===== config.mk =====
export PLATFORM = sky130hd
export DESIGN_NAME = gfx_blk_dphase
export DESIGN_NICKNAME = d
export VERILOG_FILES = /design/src/rtl/gfx_blk_dphase.sv
export SDC_FILE = /design/constraint.sdc
export NUM_CORES = 1
export LEC_CHECK = 0
export ABC_AREA = 1
export ABC_CLOCK_PERIOD_IN_PS = 2200
export BUFFER_PORTS_ARGS = -buffer_cell sky130_fd_sc_hd__buf_2
export CORE_MARGIN = 1.5
export CORE_UTILIZATION = 39
export CTS_BUF_LIST = sky130_fd_sc_hd__clkbuf_4
export DETAILED_ROUTE_END_ITERATION = 6
export PLACE_DENSITY_LB_ADDON = 0.08
export SLEW_MARGIN = 20
export SYNTH_ARGS = -nofsm -noshare
export SYNTH_HDL_FRONTEND = slang
export SYNTH_SLANG_ARGS = --single-unit

===== constraint.sdc =====
create_clock -name clk -period 2.2 [get_ports clk]
set_input_delay 0.33 -clock clk [delete_from_list [all_inputs] [get_ports clk]]
set_output_delay 0.33 -clock clk [all_outputs]
set_load 0.02 [all_outputs]

===== src/rtl/gfx_blk_dphase.sv =====
module gfx_blk_dphase #(
  parameter int LEN_W     = 12,
  parameter int LVL_W     = 6,
  parameter int DATA_W    = 32,
  parameter int BLK_BYTES = 32
)(
  input  logic                  clk,
  input  logic                  rst,
  input  logic                  req_valid,
  input  logic                  req_write,
  input  logic [LEN_W-1:0]      req_len,
  output logic                  req_ready,
  output logic                  done,
  output logic                  tgt_rdy_n,
  input  logic                  mst_rdy_n,
  output logic [DATA_W-1:0]     rd_data,
  input  logic [DATA_W-1:0]     wr_data,
  input  logic [DATA_W/8-1:0]   wr_be_n,
  input  logic [LVL_W-1:0]      rd_avail,
  input  logic [DATA_W-1:0]     rd_word,
  output logic                  rd_pop,
  input  logic [LVL_W-1:0]      wr_free,
  output logic [DATA_W-1:0]     wr_word,
  output logic [DATA_W/8-1:0]   wr_be,
  output logic                  wr_push
);
  localparam int BE_W      = DATA_W / 8;
  localparam int SHIFT     = $clog2(BE_W);
  localparam int WORD_W    = LEN_W - SHIFT;
  localparam int BLK_WORDS = BLK_BYTES / BE_W;
  localparam int BLK_W     = $clog2(BLK_WORDS + 1);
  localparam int CMP_W     = (LVL_W > WORD_W) ? LVL_W : WORD_W;

  typedef enum logic [1:0] {S_IDLE, S_GAP, S_XFER} st_t;

  st_t               st;
  logic              is_wr;
  logic [WORD_W-1:0] words_left;
  logic [BLK_W-1:0]  blk_left;
  logic [WORD_W-1:0] req_words;
  logic [WORD_W-1:0] need;
  logic [LVL_W-1:0]  level;
  logic              room_ok;
  logic              xfer;

  assign req_words = WORD_W'(req_len >> SHIFT);
  assign need      = (words_left < WORD_W'(BLK_WORDS)) ? words_left : WORD_W'(BLK_WORDS);
  assign level     = is_wr ? wr_free : rd_avail;
  assign room_ok   = CMP_W'(level) >= CMP_W'(need);
  assign xfer      = (st == S_XFER) && !mst_rdy_n;

  assign req_ready = (st == S_IDLE);
  assign tgt_rdy_n = (st != S_XFER);
  assign rd_pop    = xfer && !is_wr;
  assign wr_push   = xfer && is_wr;
  assign rd_data   = (st == S_XFER && !is_wr) ? rd_word : '0;
  assign wr_word   = wr_data;
  assign wr_be     = wr_push ? ~wr_be_n : '0;

  always_ff @(posedge clk) begin
    if (rst) begin
      st         <= S_IDLE;
      is_wr      <= 1'b0;
      words_left <= '0;
      blk_left   <= '0;
      done       <= 1'b0;
    end else begin
      done <= 1'b0;
      case (st)
        S_IDLE: if (req_valid) begin
          is_wr      <= req_write;
          words_left <= req_words;
          if (req_words == '0) done <= 1'b1;
          else                 st   <= S_GAP;
        end
        S_GAP: if (room_ok) begin
          st       <= S_XFER;
          blk_left <= BLK_W'(need);
        end
        S_XFER: if (xfer) begin
          words_left <= words_left - 1'b1;
          blk_left   <= blk_left - 1'b1;
          if (blk_left == BLK_W'(1)) begin
            if (words_left == WORD_W'(1)) begin
              st   <= S_IDLE;
              done <= 1'b1;
            end else begin
              st <= S_GAP;
            end
          end
        end
        default: st <= S_IDLE;
      endcase
    end
  end
endmodule


==> results.json, run 1 <==
{
  "status": "finished, final reports clean",
  "firstDrtPassIters": 4,
  "syn_area_um2": 1943,
  "worstReg2RegEnd": "blk_left[2]",
  "ir_drop_uv": 593.7,
  "vias_per_cell": 4.562,
  "critPathCaptureType": "flip-flop",
  "cp.depth": 14,
  "r2r_setup_slack_ns": 0.25,
  "cap_violations": 0,
  "critPathMaxFanout": 9,
  "p_leak_nw": 1.436,
  "via_count": 2176,
  "stdcell_area_um2": 2302,
  "overflow": 0,
  "fin_cells": 477,
  "die_y_um": 73.59,
  "post_cts_buffers": 0,
  "cp_top_family": "simple AND/OR/NAND/NOR gates",
  "async_flop_share": 0,
  "wl_um": 5197,
  "gp_congestion": 0.8511,
  "nNetsFinal": 519,
  "fin_worst_skew_ns": 0.001594,
  "yosysTopAreaCell": "dfxtp_1",
  "crit_chain": "nor2_1 > nand2_1 > nor3_1 > ha_1 > inv_1 > nand2_1 > nand2_1 > nand2_1 > nand2_1 > nand3_2 > nand2_1 > nand2_1 > nand2_1 > nor2_1",
  "dp_hpwl_um": 4228,
  "grt_pass1_vias": 1883,
  "worstSetupStartpointType": "flip-flop",
  "route.detailed.drc": 0,
  "finalCritPeriodShare": 0.8885,
  "grt_pass1_wl_um": 8045,
  "yosys-top-cells-area": "dfxtp_1, nand2_1, buf_4",
  "clkSinkCount": 18,
  "cts-htree-levels": 1,
  "grt_usage": 0.1866,
  "synth_seq_area_share": 0.1854,
  "hold_viol": 0,
  "ant_nets": 0,
  "final.min_clock_period_ns": 1.955,
  "placed_cells": 474,
  "synth_cells": 341,
  "ys_ff_latch": 18,
  "hold_path.class": "in2reg",
  "cts_root_buffer": "clkbuf_4",
  "grt_setup_unrepaired": "false",
  "core_um2": 4755,
  "reg2reg_depth": 14,
  "antenna_cells": 0,
  "hold_slack_ns": 0.2941,
  "synth.avg_cell_area_um2": 5.698,
  "io_pins": 170,
  "antenna_found_initial": 0,
  "drv_slew": 0,
  "die_area_um2": 5415,
  "cts_hold_buf": 0,
  "area_growth_pct": 18.48,
  "critPathMaxStageDelay_ns": 0.35,
  "required_ns": 2.41,
  "layout-drive-gt1-share": 0.2878,
  "clk_pin_slew_ns": 0.10,
  "num_rows": 25,
  "crit_top_cell": "nand2_1",
  "hold_depth": 3,
  "synth_enable_flop_cells": 0,
  "finalSetupTns_ns": 0,
  "cts_made_buffers": 3,
  "critPathKind": "reg2reg",
  "synth.top_cell.area_share": 0.1854,
  "reg2reg_from": "words_left[4]",
  "crit_buf_inv": 1,
  "critPathLaunch": "words_left[4]",
  "setup-violations-final": 0,
  "yosysWarnings": 0,
  "cp_slowest_cell": "dfxtp_1",
  "grt_max_degree": 34,
  "die_w_um": 73.59,
  "ys_types": 31,
  "power_density_nw_per_um2": 1054,
  "clk_latency_ns": 0.30,
  "port-buffer-count": 103,
  "endpoint": "blk_left[2]",
  "crit_arrival_ns": 2.16,
  "synthFlopType": "dfxtp_1",
  "fmax_mhz": 511.6,
  "cts.repair.resized": 0,
  "cts_tree": "yes",
  "clockBufferDepth": 2,
  "place_area_um2": 2280,
  "wl_per_cell_um": 10.90,
  "drtIter0Drc": 64,
  "initial_utilization": 0.4087
}
-- worst reg2reg max path, delay by kind of cell, from the launching register on --
family,cells,cell delay (ns)
simple gates,12,1.19
flops,1,0.35
fa+ha+maj,1,0.27
buf+inv,1,0.05
-- area by class of cell --
class | count | area, um2
fillers | 535 | 2452
multi-input cells | 224 | 1072
repair buffers | 107 | 545.5
flip-flops and latches | 18 | 360.3
inverters | 58 | 217.7
well taps | 67 | 83.83
clock buffers | 3 | 22.52
-- logic make-up after synthesis --
logic type / after synthesis / share of synthesized area
AOI/OAI and AO/OA: 45 / 0.1256
xor gates and xnor gates: 2 / 0.009016
adders and majority gates: 10 / 0.06439
buffers and inverters: 100 / 0.2647
DFF: 18 / 0.1854
muxes: 1 / 0.005152
other: 1 / 0.001930
and+or+nand+nor: 164 / 0.3439
-- where the power goes --
| group | switching, mW | leakage [nW] | total [mW] | internal (mW) |
|---|---|---|---|---|
| clock | 0.107 | 0.0138 | 0.171 | 0.0638 |
| combinational | 1.09 | 1.27 | 1.69 | 0.593 |
| sequential | 0.120 | 0.148 | 0.569 | 0.449 |
| total | 1.32 | 1.44 | 2.43 | 1.11 |
-- per-layer routing --
metal / vias to the layer above / GRT usage / part of all wire
li1: 1146 / - / -
met1: 932 / 0.2171 / 0.43
met2: 92 / 0.3393 / 0.48
met3: 6 / 0.04664 / 0.080
met4: 0 / 0.04527 / 0.011
met5: - / 0 / 0
-- metrics by stage --
| stage | setup WS (ns) | power [mW] | utilization |
|---|---|---|---|
| after detailed placement | 0.2788 | 2.263 | 0.4795 |
| after floorplan | 0.4603 | 1.921 | - |
| final | 0.2453 | 2.427 | 0.4842 |
| after global placement | 0.2618 | 2.256 | 0.4795 |
| after CTS | 0.2402 | 2.448 | 0.4842 |
| after global routing | 0.06164 | 2.722 | 0.4842 |
-- synth_stat cells, types with 2 or more instances --
master,count
nor2_1,65
o21bai_1,3
nand2_2,2
nor3_1,2
a21oi_1,19
inv_2,2
o21ai_1,2
nand3_1,11
dfxtp_1,18
nand4_1,2
buf_2,6
inv_1,56
buf_4,33
ha_1,10
o21ai_0,15
nor2_4,2
clkbuf_1,2
a31oi_1,2
nand2_1,77
-- registers in the layout, summed over array words and instances, names as in the netlist --
| register | flops |
|---|---|
| blk_left | 4 |
| words_left | 10 |
| done | 1 |
| st | 2 |
| is_wr | 1 |
-- worst min-delay path by stage --
stage / startpoint / to / slack, ns
2_1_floorplan: words_left[9] / words_left[9] / 0.44
3_3_place_gp: words_left[9] / words_left[9] / 0.45
3_5_place_dp: words_left[9] / words_left[9] / 0.46
4_1_cts: req_len[3] / words_left[1] / 0.28
5_1_grt: req_len[2] / words_left[0] / 0.30
6_report: req_len[2] / words_left[0] / 0.29
-- layout by cell type (no fill, tap or decap) --
| cell type | instances |
|---|---|
| buf_4 | 4 |
| a21oi_1 | 19 |
| nor2_4 | 2 |
| ha_1 | 10 |
| nand3_1 | 11 |
| buf_2 | 103 |
| a31oi_1 | 2 |
| a21o_1 | 1 |
| conb_1 | 2 |
| nand4_1 | 2 |
| o22ai_1 | 1 |
| nand2_2 | 2 |
| o211ai_1 | 1 |
| xnor2_1 | 1 |
| nand3_2 | 1 |
| inv_2 | 2 |
| dfxtp_1 | 18 |
| inv_1 | 56 |
| o21ai_1 | 2 |
| o21ai_0 | 15 |
| nor3_1 | 2 |
| a211oi_1 | 1 |
| or3_1 | 1 |
| mux2i_1 | 1 |
| nor2_2 | 1 |
| nor2_1 | 65 |
| o21bai_1 | 3 |
| clkbuf_4 | 3 |
| nand2_1 | 77 |
| xor2_1 | 1 |
No activity file was read; power rests on OpenSTA's default activity.
==> inputs of run 2 (changes only) <==
CORE_ASPECT_RATIO = 1.25   (was default)
==> run 2 against run 1 <==
  * Clock skew up 0.0013 ns
  * Worst hold slack got worse by 0.0072 ns
  * Non-clock buffer count rose by 1
  * Via count is 0.51% lower
  * Combinational power about the same
  * Critical path depth down 8
  * Cell count decreased by 1.3%
  * Setup slack better by 0.015 ns
  * Die area about the same
  * Sequential power about the same
  * Critical path type is now reg2out
  * Critical endpoint is now rd_data[29]
==> results.json, run 2 (synthesis results as in run 1) <==
{
  "final_common_cell": "buf_2",
  "grt_usage": 0.1816,
  "clk_latency_ns": 0.29,
  "finalSetupTns_ns": 0,
  "switchingPower_mw": 1.324,
  "largest_reg_flops": 10,
  "via_count": 2165,
  "initial_utilization": 0.4078,
  "post_cts_buffers": 0,
  "totalPowerFinal_mw": 2.453,
  "drv_slew": 0,
  "area_growth_pct": 19.06,
  "status": "finished, final reports clean",
  "cp_slowest_cell": "dfxtp_1",
  "worstSetupStartpointType": "flip-flop",
  "ant_nets": 0,
  "nNetsFinal": 520,
  "firstDrtPassIters": 4,
  "hp-start": "req_len[3]",
  "swShare": 0.5399,
  "cts_tree": "yes",
  "power_frac_comb": 0.699,
  "required_ns": 1.87,
  "ir_drop_uv": 510.1,
  "p_int_mw": 1.128,
  "grt_max_degree": 26,
  "die_y_um": 81.92,
  "reg2reg_depth": 14,
  "drtIter0Drc": 41,
  "cts-htree-levels": 1,
  "antenna_cells": 0,
  "die_area_um2": 5417,
  "io_pins": 170,
  "port-buffer-count": 103,
  "worstReg2RegEnd": "blk_left[2]",
  "clkSinkCount": 18,
  "clockBufferDepth": 2,
  "fmax_mhz": 515.5,
  "antenna_found_initial": 0,
  "final.min_clock_period_ns": 1.940,
  "hold_depth": 3,
  "p_leak_nw": 1.446,
  "wl_per_cell_um": 10.52,
  "critPathMaxFanout": 25,
  "finalCritPeriodShare": 0.8818,
  "layout-drive-gt1-share": 0.2895,
  "num_rows": 28,
  "largest-register": "words_left",
  "min_to": "words_left[1]",
  "vias_per_cell": 4.597,
  "top_regs": "words_left: 10 flops, blk_left: 4 flops, st: 2 flops",
  "critPathMaxStageDelay_ns": 0.42,
  "clockPowerShare": 0.069,
  "grt_pass1_wl_um": 7852,
  "wl_um": 4956,
  "critPathCaptureType": "output pin",
  "cts_hold_buf": 0,
  "cts.repair.resized": 0,
  "power_density_nw_per_um2": 1060,
  "route.detailed.drc": 0,
  "cts_root_buffer": "clkbuf_4",
  "overflow": 0,
  "grt_setup_unrepaired": "false",
  "reg2reg_from": "words_left[4]",
  "core_um2": 4765,
  "hold_path.class": "in2reg",
  "cap_violations": 0,
  "r2r_setup_slack_ns": 0.28,
  "gp_congestion": 0.7801,
  "final_cell_mix": "buf_2, nand2_1, nor2_1",
  "clk_pin_slew_ns": 0.11,
  "critPathKind": "reg2out",
  "hold_viol": 0,
  "fillCellCount": 537,
  "die_w_um": 66.14,
  "grt_pass1_vias": 1883,
  "fin_worst_skew_ns": 0.002877,
  "dp_hpwl_um": 4053,
  "power_frac_seq": 0.232,
  "crit_arrival_ns": 1.61,
  "setup-violations-final": 0,
  "crit_chain": "inv_2 > nor2_4 > nand2_1 > buf_12 > nor2_1 > buf_2",
  "cts_made_buffers": 3
}
-- run 2: cell types whose count changed in the layout (fill, tap and decap cells not counted), sizes merged --
| cell | before | now |
|---|---|---|
| buf | 107 | 108 |
-- run 2: critical path, delay by kind of cell (launching register included) --
family | cells | cell delay (ns)
DFF | 1 | 0.42
buffers and inverters | 3 | 0.49
and+or+nand+nor | 3 | 0.41
-- run 2: area by class of cell --
| class | count | area (um2) | share of cell area |
|---|---|---|---|
| Clock buffer | 3 | 22.52 | 0.009735 |
| Inverter | 58 | 217.7 | 0.09410 |
| Multi-Input combinational cell | 224 | 1072 | 0.4635 |
| Sequential cell | 18 | 360.3 | 0.1558 |
| Tap cell | 60 | 75.07 | 0.03245 |
| Timing Repair Buffer | 108 | 565.5 | 0.2445 |
-- run 2: power by group through the flow --
stage / clock, mW / sequential [mW] / combinational, mW
5_1_grt: 0.191 / 0.591 / 1.96
3_3_place_gp: 0 / 0.578 / 1.72
3_5_place_dp: 0 / 0.577 / 1.73
6_report: 0.170 / 0.569 / 1.71
4_1_cts: 0.181 / 0.568 / 1.73
2_1_floorplan: 0 / 0.546 / 1.38
-- run 2: worst max-delay path by stage --
| stage | start | end | slack, ns | cells after the start |
|---|---|---|---|---|
| finish | st[1] | rd_data[29] | 0.26 | 6 |
| detailed placement | words_left[4] | blk_left[2] | 0.27 | 14 |
| global placement | words_left[4] | blk_left[2] | 0.25 | 14 |
| CTS | st[1] | rd_data[29] | 0.22 | 6 |
| floorplan | st[1] | wr_be[0] | 0.46 | 6 |
| global route | words_left[4] | blk_left[2] | 0.02 | 14 |
-- run 2: metal layers --
metal,up-vias,share of wire,track usage
li1,1145,-,-
met1,911,0.40,0.1952
met2,103,0.50,0.3430
met3,6,0.088,0.04247
met4,0,0.012,0.06122
met5,-,0,0
-- run 2: through the flow --
| stage | instance area, um2 | utilization | hold slack, ns | instances | setup slack [ns] |
|---|---|---|---|---|---|
| 6_report | 2313 | 0.4856 | 0.2869 | 471 | 0.2600 |
| 5_1_grt | 2313 | 0.4856 | 0.2908 | 471 | 0.01554 |
| 4_1_cts | 2313 | 0.4856 | 0.2815 | 471 | 0.2222 |
| 3_5_place_dp | 2291 | 0.4808 | 0.4614 | 468 | 0.2655 |
| 3_3_place_gp | 2291 | 0.4808 | 0.4519 | 468 | 0.2539 |
| 2_1_floorplan | 1947 | - | 0.4388 | 342 | 0.4603 |
==> inputs of run 3 (changes only) <==
PLACE_DENSITY = 0.82   (was default)
PLACE_DENSITY_LB_ADDON = default   (was 0.08)
==> run 3 against run 2 <==
  * Clock skew rose by 0.0025 ns
  * Non-clock buffer count fell by 1
  * Largest power group unchanged
  * Combinational power barely moved
  * Highest routed layer is now met5
  * Critical path depth is 8 higher
==> results.json, run 3 (synthesis results as in run 1) <==
{
  "status": "finished, final reports clean",
  "drt-met1-wl_um": 1963,
  "p_leak_nw": 1.436,
  "antenna_found_initial": 1,
  "die_w_um": 66.14,
  "crit_arrival_ns": 2.14,
  "antenna_cells": 0,
  "final_cell_mix": "buf_2, nand2_1, nor2_1",
  "cts.repair.resized": 0,
  "grt_pass1_wl_um": 7548,
  "worstSetupStartpointType": "flip-flop",
  "firstDrtPassIters": 5,
  "via_count": 2257,
  "largest-register": "words_left",
  "wl_per_cell_um": 10.64,
  "cts_hold_buf": 0,
  "clk_pin_slew_ns": 0.10,
  "io_pins": 170,
  "grt_max_degree": 34,
  "met3WireLength_um": 652,
  "grt_usage": 0.1772,
  "power_density_nw_per_um2": 1057,
  "die_y_um": 81.92,
  "placed_cells": 467,
  "die_area_um2": 5417,
  "route.detailed.drc": 0,
  "fmax_mhz": 516.3,
  "drtIter0Drc": 89,
  "critPathKind": "reg2reg",
  "nNetsFinal": 519,
  "cts_made_buffers": 3,
  "setup-violations-final": 0,
  "post_cts_buffers": 0,
  "ir_drop_uv": 577.9,
  "grt_pass1_vias": 1787,
  "cap_violations": 0,
  "hold_viol": 0,
  "hold_path.class": "in2reg",
  "initial_utilization": 0.4078,
  "hold_slack_ns": 0.2675,
  "finalSetupTns_ns": 0,
  "route.met2.wl_um": 2312,
  "grt_setup_unrepaired": "false",
  "drv_slew": 0,
  "cts_tree": "yes",
  "gp_congestion": 0.9388,
  "top_regs": "words_left: 10 flops, blk_left: 4 flops, st: 2 flops",
  "core_um2": 4765,
  "finalCritPeriodShare": 0.8804,
  "cts_root_buffer": "clkbuf_4",
  "critPathCaptureType": "flip-flop",
  "clockBufferDepth": 2,
  "clkSinkCount": 18,
  "final_common_cell": "buf_2",
  "area_growth_pct": 18.03,
  "vias_per_cell": 4.802,
  "required_ns": 2.41,
  "critPathMaxFanout": 9,
  "dp_hpwl_um": 4035,
  "largest_reg_flops": 10,
  "fin_cells": 470,
  "ant_nets": 0,
  "fin_worst_skew_ns": 0.005347,
  "clk_latency_ns": 0.30,
  "port-buffer-count": 103,
  "dr.max_layer_used": "met5",
  "cts-htree-levels": 1,
  "final.min_clock_period_ns": 1.937,
  "wl_um": 5002,
  "num_rows": 28,
  "overflow": 0,
  "layout-drive-gt1-share": 0.2878
}
## run 3: area by class of cell
cell class              instances  area (um2)
multi-input cells             224        1072
repair buffers                107       545.5
clock buffers                   3       22.52
flip-flops and latches         18       360.3
fillers                       504        2471
inverters                      58       217.7
well taps                      60       75.07
## run 3: per-layer routing
metal  up-vias  global-route usage
met3         7             0.05890
met5         -                   0
li1       1144                   -
met4         2             0.05918
met2       138              0.3170
met1       966              0.1949
## run 3: final timing paths
kind	start	to	slack (ns)	cells past startpoint
min reg2reg	words_left[9]	words_left[9]	0.48	2
min	req_len[3]	words_left[1]	0.27	3
max reg2reg	words_left[5]	blk_left[2]	0.26	14
max	words_left[5]	blk_left[2]	0.26	14
## run 3: metrics by stage
| step | area, um2 | utilization | setup WS (ns) | power (mW) |
|---|---|---|---|---|
| final | 2293 | 0.4814 | 0.2631 | 2.425 |
| after global routing | 2293 | 0.4814 | 0.05450 | 2.693 |
| after CTS | 2293 | 0.4814 | 0.2646 | 2.426 |
| after detailed placement | 2271 | 0.4766 | 0.2844 | 2.250 |
| after global placement | 2271 | 0.4766 | 0.2749 | 2.209 |
| after floorplan | 1947 | - | 0.4603 | 1.921 |
## run 3: report_power, final
part	internal (mW)	switching (mW)
Sequential	0.449	0.127
Clock	0.0640	0.105
Combinational	0.593	1.09
## run 3: critical path: stages (launching register included)
cell and delay, ns:
dfxtp_1 0.35, nor2_1 0.14, nand2_1 0.13, nor3_1 0.24
ha_1 0.26, inv_1 0.05, nand2_1 0.04, nand2_1 0.05
nand2_1 0.04, nand2_1 0.06, nand3_2 0.17, nand2_1 0.15
nand2_1 0.06, nand2_1 0.05, nor2_1 0.04
